<file path="src/rtl/mdio_pkg.sv">
package mdio_pkg;

    typedef enum logic [1:0] {
        ST_IDLE,
        ST_PRE,
        ST_FRAME,
        ST_FINISH
    } mdio_st_t;

    localparam int REG_AW   = 2;
    localparam logic [REG_AW-1:0] A_MODE  = 2'd0;
    localparam logic [REG_AW-1:0] A_EVENT = 2'd1;
    localparam logic [REG_AW-1:0] A_DATA  = 2'd2;
    localparam logic [REG_AW-1:0] A_SPEED = 2'd3;

    localparam int EV_DONE_BIT = 0;
    localparam int EV_BUSY_BIT = 1;
    localparam int SPD_LSB     = 1;

    localparam logic [1:0] OP_READ = 2'b10;

endpackage

</file>
<file path="src/rtl/mdio_clkdiv.sv">
module mdio_clkdiv #(
    parameter int SPD_W = 6
) (
    input  logic             clk,
    input  logic             rst,
    input  logic             run,
    input  logic [SPD_W-1:0] speed,
    output logic             mdc,
    output logic             rise_stb,
    output logic             fall_stb
);

    logic [SPD_W-1:0] cnt;
    logic             edge_hit;

    assign edge_hit = run && (speed != '0) && (cnt >= speed - SPD_W'(1));
    assign rise_stb = edge_hit && !mdc;
    assign fall_stb = edge_hit && mdc;

    always_ff @(posedge clk) begin
        if (rst || !run) begin
            cnt <= '0;
            mdc <= 1'b0;
        end else if (speed != '0) begin
            if (edge_hit) begin
                cnt <= '0;
                mdc <= ~mdc;
            end else begin
                cnt <= cnt + SPD_W'(1);
            end
        end
    end

endmodule

</file>
<file path="src/rtl/mdio_engine.sv">
module mdio_engine
    import mdio_pkg::*;
#(
    parameter int PRE_LEN = 32,
    parameter int FRAME_W = 32,
    parameter int DATA_W  = 16
) (
    input  logic               clk,
    input  logic               rst,
    input  logic               start,
    input  logic [FRAME_W-1:0] word,
    input  logic               rise_stb,
    input  logic               fall_stb,
    input  logic               mdio_i,
    output logic               run,
    output logic               busy,
    output logic               in_pre,
    output logic               done_stb,
    output logic               rd_op,
    output logic [DATA_W-1:0]  cap,
    output logic               mdio_o,
    output logic               mdio_oe
);

    localparam int LEN_MAX    = (PRE_LEN > FRAME_W) ? PRE_LEN : FRAME_W;
    localparam int CW         = $clog2(LEN_MAX);
    localparam int SAMPLE_IDX = FRAME_W - DATA_W;
    localparam int REL_IDX    = SAMPLE_IDX - 1;

    mdio_st_t      state, next;
    logic [CW-1:0] cnt;
    logic          pre_last, frame_last;

    assign rd_op      = (word[FRAME_W-3 -: 2] == OP_READ);
    assign pre_last   = (cnt == CW'(PRE_LEN - 1));
    assign frame_last = (cnt == CW'(FRAME_W - 1));

    always_comb begin
        next = state;
        unique case (state)
            ST_IDLE:   if (start) next = ST_PRE;
            ST_PRE:    if (fall_stb && pre_last) next = ST_FRAME;
            ST_FRAME:  if (fall_stb && frame_last) next = ST_FINISH;
            ST_FINISH: next = ST_IDLE;
        endcase
    end

    always_ff @(posedge clk) begin
        if (rst) begin
            state <= ST_IDLE;
            cnt   <= '0;
            cap   <= '0;
        end else begin
            state <= next;
            if (state != next) begin
                cnt <= '0;
            end else if (fall_stb) begin
                cnt <= cnt + CW'(1);
            end
            if (start && state == ST_IDLE) begin
                cap <= '0;
            end else if (state == ST_FRAME && rise_stb && rd_op &&
                         cnt >= CW'(SAMPLE_IDX)) begin
                cap <= {cap[DATA_W-2:0], mdio_i};
            end
        end
    end

    always_comb begin
        mdio_o   = 1'b0;
        mdio_oe  = 1'b0;
        run      = 1'b0;
        busy     = 1'b1;
        in_pre   = 1'b0;
        done_stb = 1'b0;
        unique case (state)
            ST_IDLE: begin
                busy = 1'b0;
            end
            ST_PRE: begin
                run     = 1'b1;
                in_pre  = 1'b1;
                mdio_o  = 1'b1;
                mdio_oe = 1'b1;
            end
            ST_FRAME: begin
                run     = 1'b1;
                mdio_o  = word[CW'(FRAME_W - 1) - cnt];
                mdio_oe = !(rd_op && cnt >= CW'(REL_IDX));
            end
            ST_FINISH: begin
                done_stb = 1'b1;
            end
        endcase
    end

endmodule

</file>
<file path="src/rtl/mdio_regs.sv">
module mdio_regs
    import mdio_pkg::*;
#(
    parameter int SPD_W   = 6,
    parameter int FRAME_W = 32,
    parameter int DATA_W  = 16
) (
    input  logic               clk,
    input  logic               rst,
    input  logic               bus_we,
    input  logic [REG_AW-1:0]  bus_addr,
    input  logic [FRAME_W-1:0] bus_wdata,
    input  logic [REG_AW-1:0]  bus_raddr,
    output logic [FRAME_W-1:0] bus_rdata,
    input  logic               busy,
    input  logic               done_stb,
    input  logic               rd_op,
    input  logic [DATA_W-1:0]  cap,
    output logic               mode_en,
    output logic [SPD_W-1:0]   speed,
    output logic               start,
    output logic [FRAME_W-1:0] word,
    output logic               event_flag
);

    assign start = bus_we && bus_addr == A_DATA && mode_en && !busy;

    always_ff @(posedge clk) begin
        if (rst) begin
            mode_en    <= 1'b0;
            speed      <= '0;
            word       <= '0;
            event_flag <= 1'b0;
        end else begin
            if (bus_we && bus_addr == A_MODE)  mode_en <= bus_wdata[0];
            if (bus_we && bus_addr == A_SPEED) speed   <= bus_wdata[SPD_LSB +: SPD_W];
            if (start) begin
                word <= bus_wdata;
            end else if (done_stb && rd_op) begin
                word[DATA_W-1:0] <= cap;
            end
            if (done_stb) begin
                event_flag <= 1'b1;
            end else if (bus_we && bus_addr == A_EVENT && bus_wdata[EV_DONE_BIT]) begin
                event_flag <= 1'b0;
            end
        end
    end

    always_comb begin
        bus_rdata = '0;
        unique case (bus_raddr)
            A_MODE:  bus_rdata[0] = mode_en;
            A_EVENT: begin
                bus_rdata[EV_DONE_BIT] = event_flag;
                bus_rdata[EV_BUSY_BIT] = busy;
            end
            A_DATA:  bus_rdata = word;
            A_SPEED: bus_rdata[SPD_LSB +: SPD_W] = speed;
        endcase
    end

endmodule

</file>
<file path="src/rtl/mdio_mgmt_ctrl.sv">
module mdio_mgmt_ctrl
    import mdio_pkg::*;
#(
    parameter int SPD_W   = 6,
    parameter int PRE_LEN = 32,
    parameter int FRAME_W = 32,
    parameter int DATA_W  = 16
) (
    input  logic               clk,
    input  logic               rst,
    input  logic               bus_we,
    input  logic [1:0]         bus_addr,
    input  logic [31:0]        bus_wdata,
    input  logic [1:0]         bus_raddr,
    output logic [31:0]        bus_rdata,
    output logic               mdc,
    input  logic               mdio_i,
    output logic               mdio_o,
    output logic               mdio_oe
);

    logic              run, busy, in_pre, done_stb, rd_op, start;
    logic              rise_stb, fall_stb, mode_en, event_flag;
    logic [SPD_W-1:0]  speed;
    logic [DATA_W-1:0] cap;
    logic [31:0]       word;

    mdio_regs #(.SPD_W(SPD_W), .FRAME_W(FRAME_W), .DATA_W(DATA_W)) u_regs (
        .clk(clk), .rst(rst),
        .bus_we(bus_we), .bus_addr(bus_addr), .bus_wdata(bus_wdata),
        .bus_raddr(bus_raddr), .bus_rdata(bus_rdata),
        .busy(busy), .done_stb(done_stb), .rd_op(rd_op), .cap(cap),
        .mode_en(mode_en), .speed(speed), .start(start), .word(word),
        .event_flag(event_flag)
    );

    mdio_clkdiv #(.SPD_W(SPD_W)) u_div (
        .clk(clk), .rst(rst), .run(run), .speed(speed),
        .mdc(mdc), .rise_stb(rise_stb), .fall_stb(fall_stb)
    );

    mdio_engine #(.PRE_LEN(PRE_LEN), .FRAME_W(FRAME_W), .DATA_W(DATA_W)) u_eng (
        .clk(clk), .rst(rst), .start(start), .word(word),
        .rise_stb(rise_stb), .fall_stb(fall_stb), .mdio_i(mdio_i),
        .run(run), .busy(busy), .in_pre(in_pre), .done_stb(done_stb),
        .rd_op(rd_op), .cap(cap), .mdio_o(mdio_o), .mdio_oe(mdio_oe)
    );

endmodule

</file>
<file path="config.mk">
export PLATFORM = sky130hd
export DESIGN_NAME = mdio_mgmt_ctrl
export DESIGN_NICKNAME = d
export VERILOG_FILES = /design/src/rtl/mdio_pkg.sv /design/src/rtl/mdio_clkdiv.sv /design/src/rtl/mdio_engine.sv /design/src/rtl/mdio_regs.sv /design/src/rtl/mdio_mgmt_ctrl.sv
export SDC_FILE = /design/constraint.sdc
export NUM_CORES = 1
export LEC_CHECK = 0
export ABC_CLOCK_PERIOD_IN_PS = 2450
export BUFFER_PORTS_ARGS = -buffer_cell sky130_fd_sc_hd__buf_2
export CAP_MARGIN = 15
export CORE_MARGIN = 8
export CORE_UTILIZATION = 40
export DETAILED_ROUTE_END_ITERATION = 10
export PLACE_DENSITY = 0.64
export SLEW_MARGIN = 20
export SYNTH_ARGS = -nofsm -noshare
export SYNTH_HDL_FRONTEND = slang
export SYNTH_SLANG_ARGS = --single-unit
</file>
<file path="constraint.sdc">
create_clock -name clk -period 2.45 [get_ports clk]
set_clock_uncertainty 0.1 [all_clocks]
set_input_delay 0.1225 -clock clk [delete_from_list [all_inputs] [get_ports clk]]
set_output_delay 0.1225 -clock clk [all_outputs]
set_load 0.01 [all_outputs]
</file>
==> impl_metrics.csv, run 1 <==
group,metric,value,unit
placement,gp_congestion,0.814,
power_and_ir_drop,pwr-share-comb,8.2,%
sta,setup_viol,0,
global_routing,gr-total-overflow,0,
placement,placed_area,4380,µm²
yosys,synth_area_per_cell,9.01,µm²
cts,cts_root_buf,"clkbuf_8",
min_path,hp-start,"bus_addr[0]",
yosys,async_reset_ff_share,0,%
global_routing,grt_antenna_before_repair,0,
sta,max_clock_freq,418,MHz
floorplanning,core-area,9590,µm²
yosys,ys_ff_latch,70,
critical_path,crit_fanout,7,
floorplanning,rows,36,
sta,rsz0062_at_grt,"yes",
yosys,yosys.area_share.xor_xnor,2.04,%
critical_path,cp_slowest_stage_delay,0.52,ns
sta,slew_headroom,66.1,%
yosys,synth_ff_type,"dfxtp_1",
power_and_ir_drop,intPower,1.92,mW
critical_path,startpoint,"u_eng.cnt[0]",
detailed_routing,drt-initial-drc-count,143,
flow_run,drv_cap,0,
cts,cts_tree,"done",
placement,port_buffers,74,
yosys,synth.cell_area,3860,µm²
cts,cts-htree-levels,3,
floorplanning,die_y,114,µm
global_routing,track_usage,16.5,%
placement,hpwl,7490,µm
sta,period_needed,2.39,ns
cts,insertion_delay,0.35,ns
detailed_routing,wl_per_cell,15.7,µm
finish,diodes,0,
finish,mostFrequentLayoutCells,"74 x buf_2, 65 x dfxtp_1, 64 x nand2_1",
cts,cts.sinks,70,
global_routing,grt_max_degree,46,
detailed_routing,ant_nets,0,
critical_path,crit_type,"flip-flop to output pin",
yosys,synth-simple-area-share,21.7,%
finish,areaGrowthSynthToFinish,30.3,%
global_routing,grt_pass1_wl,17300,µm
cts,cts_buffer_depth,2,
power_and_ir_drop,peakVddDrop,0.249,mV
floorplanning,io_pins,75,
sta,slew_viol_final,0,
floorplanning,start_util,40.3,%
power_and_ir_drop,power_density,492,nW/µm²
sta,period_share,97.6,%
finish,final_util,52.5,%
global_routing,grt_pass1_vias,3568,
critical_path,path_cells,"mux4_2, mux2_2, nand4_1, o311ai_1, o31a_1, buf_2",
sta,worst_slack,0.0581,ns
yosys,yosysSeqAreaShare,36.3,%
detailed_routing,drc,0,
yosys,synth_compound_area_share,11.9,%
yosys,synth_top_area_share,36.3,%
power_and_ir_drop,p_leak,2.16,nW
finish,finalNetCount,596,
run_status,status,"finished, final reports clean",
yosys,syn_inst,429,
yosys,synth-edff-count,0,
power_and_ir_drop,p_seq_share,46.4,%
sta,worst_slew_pin_slew,0.509,ns
yosys,synthTopCellsByArea,"dfxtp_1 36%, mux2i_1 13%, nand2_1 6.2%, ha_1 5.2%, and2_1 4.2%",
placement,post-place-cells,625,
finish,design_area,5030,µm²
detailed_routing,vias_per_cell,5.19,
floorplanning,die-area,13100,µm²
yosys,yosysTopAreaCell,"dfxtp_1",
detailed_routing,vias,3517,
critical_path,setup.worst_path.end_class,"output pin",
floorplanning,dieWidth,114,µm
yosys,synth.distinct_cells,55,
finish,layout-drive-gt1-share,24.8,%
finish,final_common_cell,"buf_2",
critical_path,cp-start-kind,"flip-flop",
yosys,synth_top_family_by_area,"simple AND/OR/NAND/NOR gates",
critical_path,crit-reg2reg-launch,"u_regs.speed[2]",
critical_path,cp.required,2.23,ns
yosys,ys_warn_count,0,
power_and_ir_drop,p_clk_share,45.4,%
cts,numCtsBuffers,9,
yosys,synth_fa_ha_area_share,5.18,%
critical_path,crit_arrival,2.17,ns
finish,layout.cells.non_filler,678,
sta,hold_viol,0,
finish,num-fill-cells,847,
power_and_ir_drop,netSwitchingFraction,22.4,%
critical_path,slowest_stage,"mux4_2",
cts,clk_pin_slew,0.08,ns
yosys,syn_nets,485,
yosys,synthMuxAreaShare,18.3,%
detailed_routing,routed_wl,10700,µm
min_path,worstHoldPathType,"primary input to flip-flop",
detailed_routing,firstDrtPassIters,4,
placement,post-place-ws,-0.0251,ns
power_and_ir_drop,p_switching,555,µW
==> flip-flops by register name (all words and copies together) (netlist names) <==
| name | cells |
|---|---|
| u_regs.speed | 6 |
| u_regs.word | 32 |
| u_div.mdc | 1 |
| u_div.cnt | 6 |
| u_eng.cnt | 5 |
| u_regs.mode_en | 1 |
| u_regs.event_flag | 1 |
| u_eng.cap | 16 |
| u_eng.state | 2 |
==> power by group through the flow <==
stage                     Combinational [mW]  Clock (mW)  Sequential (mW)
after floorplan                       0.0853           0             1.18
after global placement                 0.148           0             1.18
after detailed placement               0.152           0             1.18
after CTS                              0.194        1.15             1.15
after global routing                   0.221        1.19             1.15
final                                  0.203        1.12             1.15
==> cell families after synthesis <==
logic type	Yosys count
simple gates	169
compound gates	69
flops	70
fa+ha+maj	16
xor+xnor	9
buf+inv	37
mux	59
==> critical path, delay by kind of cell (launching register included) <==
kind / cells / cell delay [ns]
AND/OR/NAND/NOR: 1 / 0.10
multiplexers: 2 / 0.81
flip-flops: 1 / 0.41
buffers and inverters: 1 / 0.15
AO/OA/AOI/OAI: 2 / 0.35
==> path summary, 6_finish.rpt <==
kind	endpoint	slack [ns]	cells past startpoint
max	mdio_o	0.06	6
min	u_regs.event_flag	0.05	4
max reg2reg	u_eng.cnt[4]	0.08	8
min reg2reg	u_regs.word[30]	0.37	2
==> what timing repair did <==
item,in CTS,in global routing
hold buffers,33,0
pin swaps,1,7
buffers inserted,0,3
endpoints found under the setup margin,18,32
cloned,1,0
gates resized for setup,6,17
hold endpoints to repair,40,0
==> final cells by class <==
type,instances,area (µm²),share of cell area [%]
Multi-Input combinational cell,323,2340,46.4
Tap cell,133,166,3.31
Clock buffer,10,128,2.53
Inverter,11,41.3,0.820
Sequential cell,70,1420,28.1
Clock inverter,6,110,2.19
Timing Repair Buffer,125,836,16.6
==> Yosys cell counts, types with 3 or more instances <==
| cell type | number |
|---|---|
| nor2b_1 | 7 |
| xor2_1 | 7 |
| or3_1 | 3 |
| mux4_2 | 4 |
| mux4_1 | 4 |
| o211ai_1 | 7 |
| buf_2 | 6 |
| a21oi_1 | 25 |
| dfxtp_1 | 70 |
| ha_1 | 16 |
| mux2i_1 | 49 |
| nor3_1 | 9 |
| nand3_1 | 5 |
| nand2_1 | 64 |
| nor2_1 | 31 |
| o21ai_0 | 3 |
| clkbuf_1 | 13 |
| buf_6 | 4 |
| inv_1 | 11 |
| nand2b_1 | 3 |
| and2_1 | 26 |
| a211oi_1 | 16 |
| nand4_1 | 6 |
==> through the flow <==
stage               power, mW  hold WS [ns]  setup TNS (ns)
global placement         1.32         0.269               0
global route             2.56        0.0710         -0.0675
finish                   2.48        0.0530               0
floorplan                1.26         0.158               0
detailed placement       1.33         0.269          -0.146
CTS                      2.49        0.0421               0
==> routing by layer <==
layer | share of wire (%) | wire (µm) | vias to the layer above | GRT usage (%)
met5 | 0 | 0 | - | 0
met4 | 2.0 | 217 | 0 | 6.65
met3 | 3.6 | 387 | 19 | 3.48
met2 | 48 | 5160 | 69 | 27.4
met1 | 46 | 4890 | 1689 | 20.2
li1 | - | - | 1740 | -
(Power assumes the default switching activity.)
==> run 2, diff against run 1 <==
- RECOVER_POWER: default -> 100
==> run 2 against run 1 <==
  * Sequential share of layout area about the same
  * Critical path type unchanged
  * Sequential power about the same
  * Final cell count unchanged
  * Die area unchanged
  * Fmax down 0.20%
  * Core utilization down 0.052 points
  * First-iteration DRC count up 10%
==> impl_metrics.csv, run 2 (synthesis results as in run 1) <==
group,metric,value,unit
run_status,status,"finished, final reports clean",
min_path,worstHoldPathType,"primary input to flip-flop",
critical_path,crit-reg2reg-launch,"u_regs.speed[2]",
power_and_ir_drop,p_switching,558,µW
critical_path,critPathBufInv,1,
finish,final_common_cell,"buf_2",
detailed_routing,firstDrtPassIters,4,
cts,numCtsBuffers,9,
min_path,holdPathEnd,"u_regs.event_flag",
sta,slew_headroom,66.1,%
global_routing,gr-total-overflow,0,
finish,layout-drive-gt1-share,24.0,%
critical_path,cp-start-kind,"flip-flop",
critical_path,setup.worst_path.end_class,"output pin",
global_routing,grt_antenna_before_repair,0,
detailed_routing,vias_per_cell,5.18,
placement,port_buffers,74,
cts,cts_root_buf,"clkbuf_8",
finish,top_register,"u_regs.word",
detailed_routing,vias,3515,
finish,largest_reg_flops,32,
min_path,hp-start,"bus_addr[0]",
detailed_routing,routed_wl,10700,µm
floorplanning,rows,36,
cts,cts_tree,"done",
floorplanning,dieWidth,114,µm
detailed_routing,drt-initial-drc-count,158,
sta,hold_viol,0,
critical_path,crit_type,"flip-flop to output pin",
global_routing,grt_max_degree,46,
placement,gp_congestion,0.814,
sta,hold_ws,0.0514,ns
critical_path,regToRegSetupSlack,0.06,ns
cts,clk_pin_slew,0.08,ns
finish,mostFrequentLayoutCells,"70 x buf_2, 65 x dfxtp_1, 64 x nand2_1",
cts,insertion_delay,0.35,ns
critical_path,startpoint,"u_eng.cnt[0]",
finish,final_util,52.4,%
critical_path,path_cells,"mux4_2, mux2_2, nand4_1, o311ai_1, o31a_1, buf_2",
critical_path,worstRegToRegCells,8,
power_and_ir_drop,pwr-share-comb,8.1,%
floorplanning,core-area,9590,µm²
cts,cts.sinks,70,
power_and_ir_drop,p_clk_share,45.5,%
critical_path,critPathTopFamily,"multiplexers",
cts,cts-htree-levels,3,
cts,cts_buffer_depth,2,
critical_path,crit_fanout,7,
floorplanning,start_util,40.3,%
sta,slew_viol_final,0,
min_path,whs_path_depth,4,
critical_path,cp_slowest_stage_delay,0.53,ns
power_and_ir_drop,intPower,1.92,mW
floorplanning,die-area,13100,µm²
power_and_ir_drop,netSwitchingFraction,22.5,%
critical_path,cp.required,2.23,ns
critical_path,slowest_stage,"mux4_2",
global_routing,grt_pass1_wl,17300,µm
global_routing,track_usage,16.5,%
sta,rsz0062_at_grt,"yes",
sta,max_clock_freq,417,MHz
floorplanning,io_pins,75,
detailed_routing,wl_per_cell,15.8,µm
sta,worst_slew_pin_slew,0.508,ns
detailed_routing,ant_nets,0,
critical_path,timing.rr.end,"u_eng.cnt[4]",
power_and_ir_drop,peakVddDrop,0.251,mV
floorplanning,die_y,114,µm
detailed_routing,drc,0,
critical_path,crit_arrival,2.17,ns
finish,areaGrowthSynthToFinish,30.1,%
global_routing,grt_pass1_vias,3568,
sta,setup_viol,0,
placement,hpwl,7490,µm
power_and_ir_drop,power_density,492,nW/µm²
flow_run,drv_cap,0,
sta,period_share,97.8,%
finish,finalNetCount,596,
finish,diodes,0,
power_and_ir_drop,p_seq_share,46.4,%
power_and_ir_drop,p_leak,2.15,nW
finish,largestRegisters,"u_regs.word (32), u_eng.cap (16)",
sta,period_needed,2.40,ns
run 2: timing repair:
action | CTS | global route
cloned | 1 | 0
endpoints found under the hold margin | 40 | 0
hold buffers | 33 | 0
setup endpoints to repair | 18 | 32
pin swaps | 1 | 7
setup buffers | 0 | 3
resized for setup | 6 | 17
run 2: worst max-delay path by stage:
stage	end	slack, ns	depth (start not counted)
6_report	mdio_o	0.05	6
5_1_grt	u_eng.cnt[4]	-0.03	8
4_1_cts	mdio_oe	0.001	8
3_3_place_gp	u_eng.cap[6]	0.08	9
2_1_floorplan	u_eng.cap[6]	0.15	10
3_5_place_dp	u_eng.cap[2]	-0.03	8
run 2: power by group through the flow:
stage                     sequential (mW)  combinational (mW)  clock (mW)
after floorplan                      1.18              0.0853           0
after global placement               1.18               0.148           0
after detailed placement             1.18               0.152           0
after CTS                            1.15               0.194        1.15
after global routing                 1.15               0.221        1.19
final                                1.15               0.202        1.13
run 2: layout make-up:
| type | instances | area [µm²] |
|---|---|---|
| timing repair buffer | 125 | 831 |
| inverter | 11 | 41.3 |
| clock buffer | 10 | 128 |
| sequential | 70 | 1420 |
| tap | 133 | 166 |
| fill | 851 | 4560 |
| clock inverter | 6 | 110 |
| multi-input combinational | 323 | 2340 |
run 2: routing by layer:
metal	vias to the layer above	wire (µm)	part of all wire [%]	global-route usage (%)
met4	0	217	2.0	6.65
li1	1739	-	-	-
met3	18	418	3.9	3.48
met2	73	5150	48	27.4
met1	1685	4890	46	20.2
met5	-	0	0	0
run 2: metrics by stage:
stage | total power, mW | std cells | area [µm²] | TNS, ns | worst slack (ns)
after floorplan | 1.26 | 429 | 3860 | 0 | 0.147
after global placement | 1.32 | 625 | 4380 | 0 | 0.0769
after detailed placement | 1.33 | 625 | 4380 | -0.146 | -0.0251
after CTS | 2.49 | 675 | 4960 | 0 | 0.00137
after global routing | 2.56 | 678 | 5030 | -0.0675 | -0.0285
final | 2.48 | 678 | 5030 | 0 | 0.0534
run 2: worst min-delay path, delay by kind of cell:
family | cells | cell delay (ns)
compound gates | 1 | 0.06
buf+inv | 1 | 0.12
simple gates | 2 | 0.15
==> run 3, diff against run 2 <==
- ABC_CLOCK_PERIOD_IN_PS: 2450 -> 1950
- REMOVE_ABC_BUFFERS: default -> 1
- SETUP_SLACK_MARGIN: default -> 0.2
- clock period: 2.45 -> 1.95 ns (I/O delays scaled with it)
==> run 3 against run 2 <==
  * The run now ends with negative setup slack left
  * Routed wire length increased by 9.5%
  * Die area did not move
  * Global-route usage grew 1.6 points
  * First-iteration DRC count rose by 44%
  * Register-to-register slack lost 0.45 ns
  * Final cell count increased by 5.8%
  * Clock power rose by 7%
  * Sequential share of layout area fell by 2.2 points
  * Highest routed layer unchanged
  * Via count up 6.2%
==> impl_metrics.csv, run 3 (synthesis results as in run 1) <==
group,metric,value,unit
cts,cts_tree,"done",
power_and_ir_drop,peakVddDrop,0.290,mV
critical_path,crit_type,"flip-flop to output pin",
sta,period_share,124,%
cts,cts_root_buf,"clkbuf_8",
placement,post-place-cells,658,
detailed_routing,firstDrtPassIters,5,
finish,finalNetCount,636,
critical_path,path_cells,"buf_6, mux4_2, mux2i_2, or3_1, o311ai_1, o31a_1, buf_2",
sta,max_clock_freq,415,MHz
floorplanning,rows,36,
critical_path,cp.required,1.75,ns
floorplanning,die_y,114,µm
critical_path,cp_num_cells,7,
finish,layout-drive-gt1-share,30.0,%
run_status,violations,"negative setup slack",
critical_path,crit_arrival,2.21,ns
global_routing,grt_antenna_before_repair,0,
global_routing,grt_pass1_vias,3888,
finish,diodes,0,
sta,worst_slack,-0.459,ns
placement,placed_area,4650,µm²
finish,largest_reg_flops,32,
run_status,status,"complete, but fails checks",
finish,seq_area,1410,µm²
power_and_ir_drop,p_total,2.96,mW
finish,num-fill-cells,858,
critical_path,crit-reg2reg-launch,"u_regs.speed[0]",
cts,cts.sinks,70,
floorplanning,core-area,9590,µm²
finish,top_register,"u_regs.word",
sta,slew_headroom,47.5,%
critical_path,timing.rr.end,"u_eng.cap[7]",
global_routing,gr-total-overflow,0,
critical_path,cp-start-kind,"flip-flop",
min_path,whs_path_depth,4,
cts,cts_buffer_depth,2,
global_routing,grt_max_degree,49,
power_and_ir_drop,p_leak,2.29,nW
cts,numCtsBuffers,9,
finish,final_common_cell,"nand2_1",
finish,largestRegisters,"u_regs.word (32), u_eng.cap (16)",
cts,cts-htree-levels,3,
detailed_routing,drc,0,
placement,hpwl,7820,µm
detailed_routing,wl_per_cell,16.3,µm
flow_run,drv_cap,0,
critical_path,startpoint,"u_eng.cnt[0]",
global_routing,track_usage,18.1,%
critical_path,setup.worst_path.end_class,"output pin",
finish,design_area,5440,µm²
critical_path,regToRegSetupSlack,-0.39,ns
critical_path,slowest_stage,"mux4_2",
floorplanning,die-area,13100,µm²
sta,period_needed,2.41,ns
critical_path,critPathTopFamily,"multiplexers",
cts,clk_pin_slew,0.07,ns
detailed_routing,ant_nets,0,
critical_path,cp-endpoint,"mdio_o",
detailed_routing,routed_wl,11700,µm
finish,multi_input_area,2460,µm²
critical_path,critPathBufInv,2,
sta,hold_viol,0,
global_routing,grt_pass1_wl,18900,µm
min_path,worstHoldPathType,"primary input to flip-flop",
sta,worst_slew_pin_slew,0.776,ns
floorplanning,start_util,40.3,%
finish,areaGrowthSynthToFinish,40.8,%
cts,insertion_delay,0.36,ns
critical_path,crit_fanout,4,
floorplanning,dieWidth,114,µm
detailed_routing,vias_per_cell,5.21,
detailed_routing,drt-initial-drc-count,228,
critical_path,worstRegToRegCells,9,
finish,layout.cells.non_filler,717,
sta,setup_viol,47,
placement,gp_congestion,0.836,
power_and_ir_drop,power_density,545,nW/µm²
finish,mostFrequentLayoutCells,"63 x nand2_1, 62 x dfxtp_1, 56 x buf_2",
critical_path,cp_slowest_stage_delay,0.52,ns
floorplanning,io_pins,75,
sta,rsz0062_at_grt,"yes",
placement,port_buffers,74,
detailed_routing,vias,3734,
sta,slew_viol_final,0,
run 3: cell types whose count changed in the layout (fill, tap and decap cells not counted), moves of 5 or more:
cell	change
and2_0	+12
buf_6	+11
buf_4	+23
clkbuf_1	+16
nor3_1	-5
nor3_2	+5
buf_2	-14
and2_1	-12
dfxtp_2	+5
run 3: worst register-to-register path, delay by kind of cell, from the launching register on:
| family | cells | cell delay, ns |
|---|---|---|
| fa+ha+maj | 2 | 0.45 |
| buf+inv | 1 | 0.08 |
| mux | 1 | 0.22 |
| simple gates | 3 | 0.63 |
| flops | 1 | 0.34 |
| xor+xnor | 1 | 0.14 |
| compound gates | 1 | 0.31 |
run 3: layout make-up:
type / instances / share of cell area [%]
multi-input cells: 323 / 45.2
clock inverters: 3 / 0.805
flip-flops and latches: 70 / 26.0
repair buffers: 165 / 21.4
well taps: 133 / 3.06
clock buffers: 12 / 2.85
inverters: 11 / 0.759
run 3: power by group:
| group | switching (mW) | internal, mW |
|---|---|---|
| combinational | 0.143 | 0.163 |
| sequential | 0.00822 | 1.44 |
| clock | 0.557 | 0.655 |
| total | 0.709 | 2.25 |
run 3: how the worst min path moves through the flow:
stage,start,endpoint,slack [ns]
2_1_floorplan,rst,u_regs.word[16],0.07
3_3_place_gp,bus_wdata[18],u_regs.word[18],0.24
3_5_place_dp,bus_wdata[19],u_regs.word[19],0.25
4_1_cts,bus_addr[0],u_regs.event_flag,0.005
5_1_grt,bus_addr[0],u_regs.event_flag,0.03
6_report,bus_addr[0],u_regs.event_flag,0.01
run 3: routing by layer:
| metal | global-route usage (%) | routed length (µm) |
|---|---|---|
| met4 | 7.99 | 385 |
| met5 | 0 | 0 |
| met1 | 19.9 | 4820 |
| met2 | 32.8 | 5970 |
| met3 | 3.85 | 516 |
run 3: per-stage QoR:
stage	setup TNS (ns)	utilization, %	worst slack, ns	hold WS (ns)
floorplan	-7.23	-	-0.258	0.0666
global placement	-10.33	48.4	-0.417	0.242
detailed placement	-12.26	48.4	-0.494	0.247
CTS	-8.41	56.2	-0.489	0.00511
global route	-16.06	56.7	-0.528	0.0270
finish	-11.49	56.7	-0.459	0.0150
run 3: repair_timing:
action | in CTS | in global routing
endpoints found under the hold margin | 40 | 0
gates cloned | 1 | 0
resized for setup | 49 | 20
hold buffers | 33 | 0
buffers inserted | 5 | 5
setup endpoints to repair | 42 | 34
pin swaps | 28 | 19
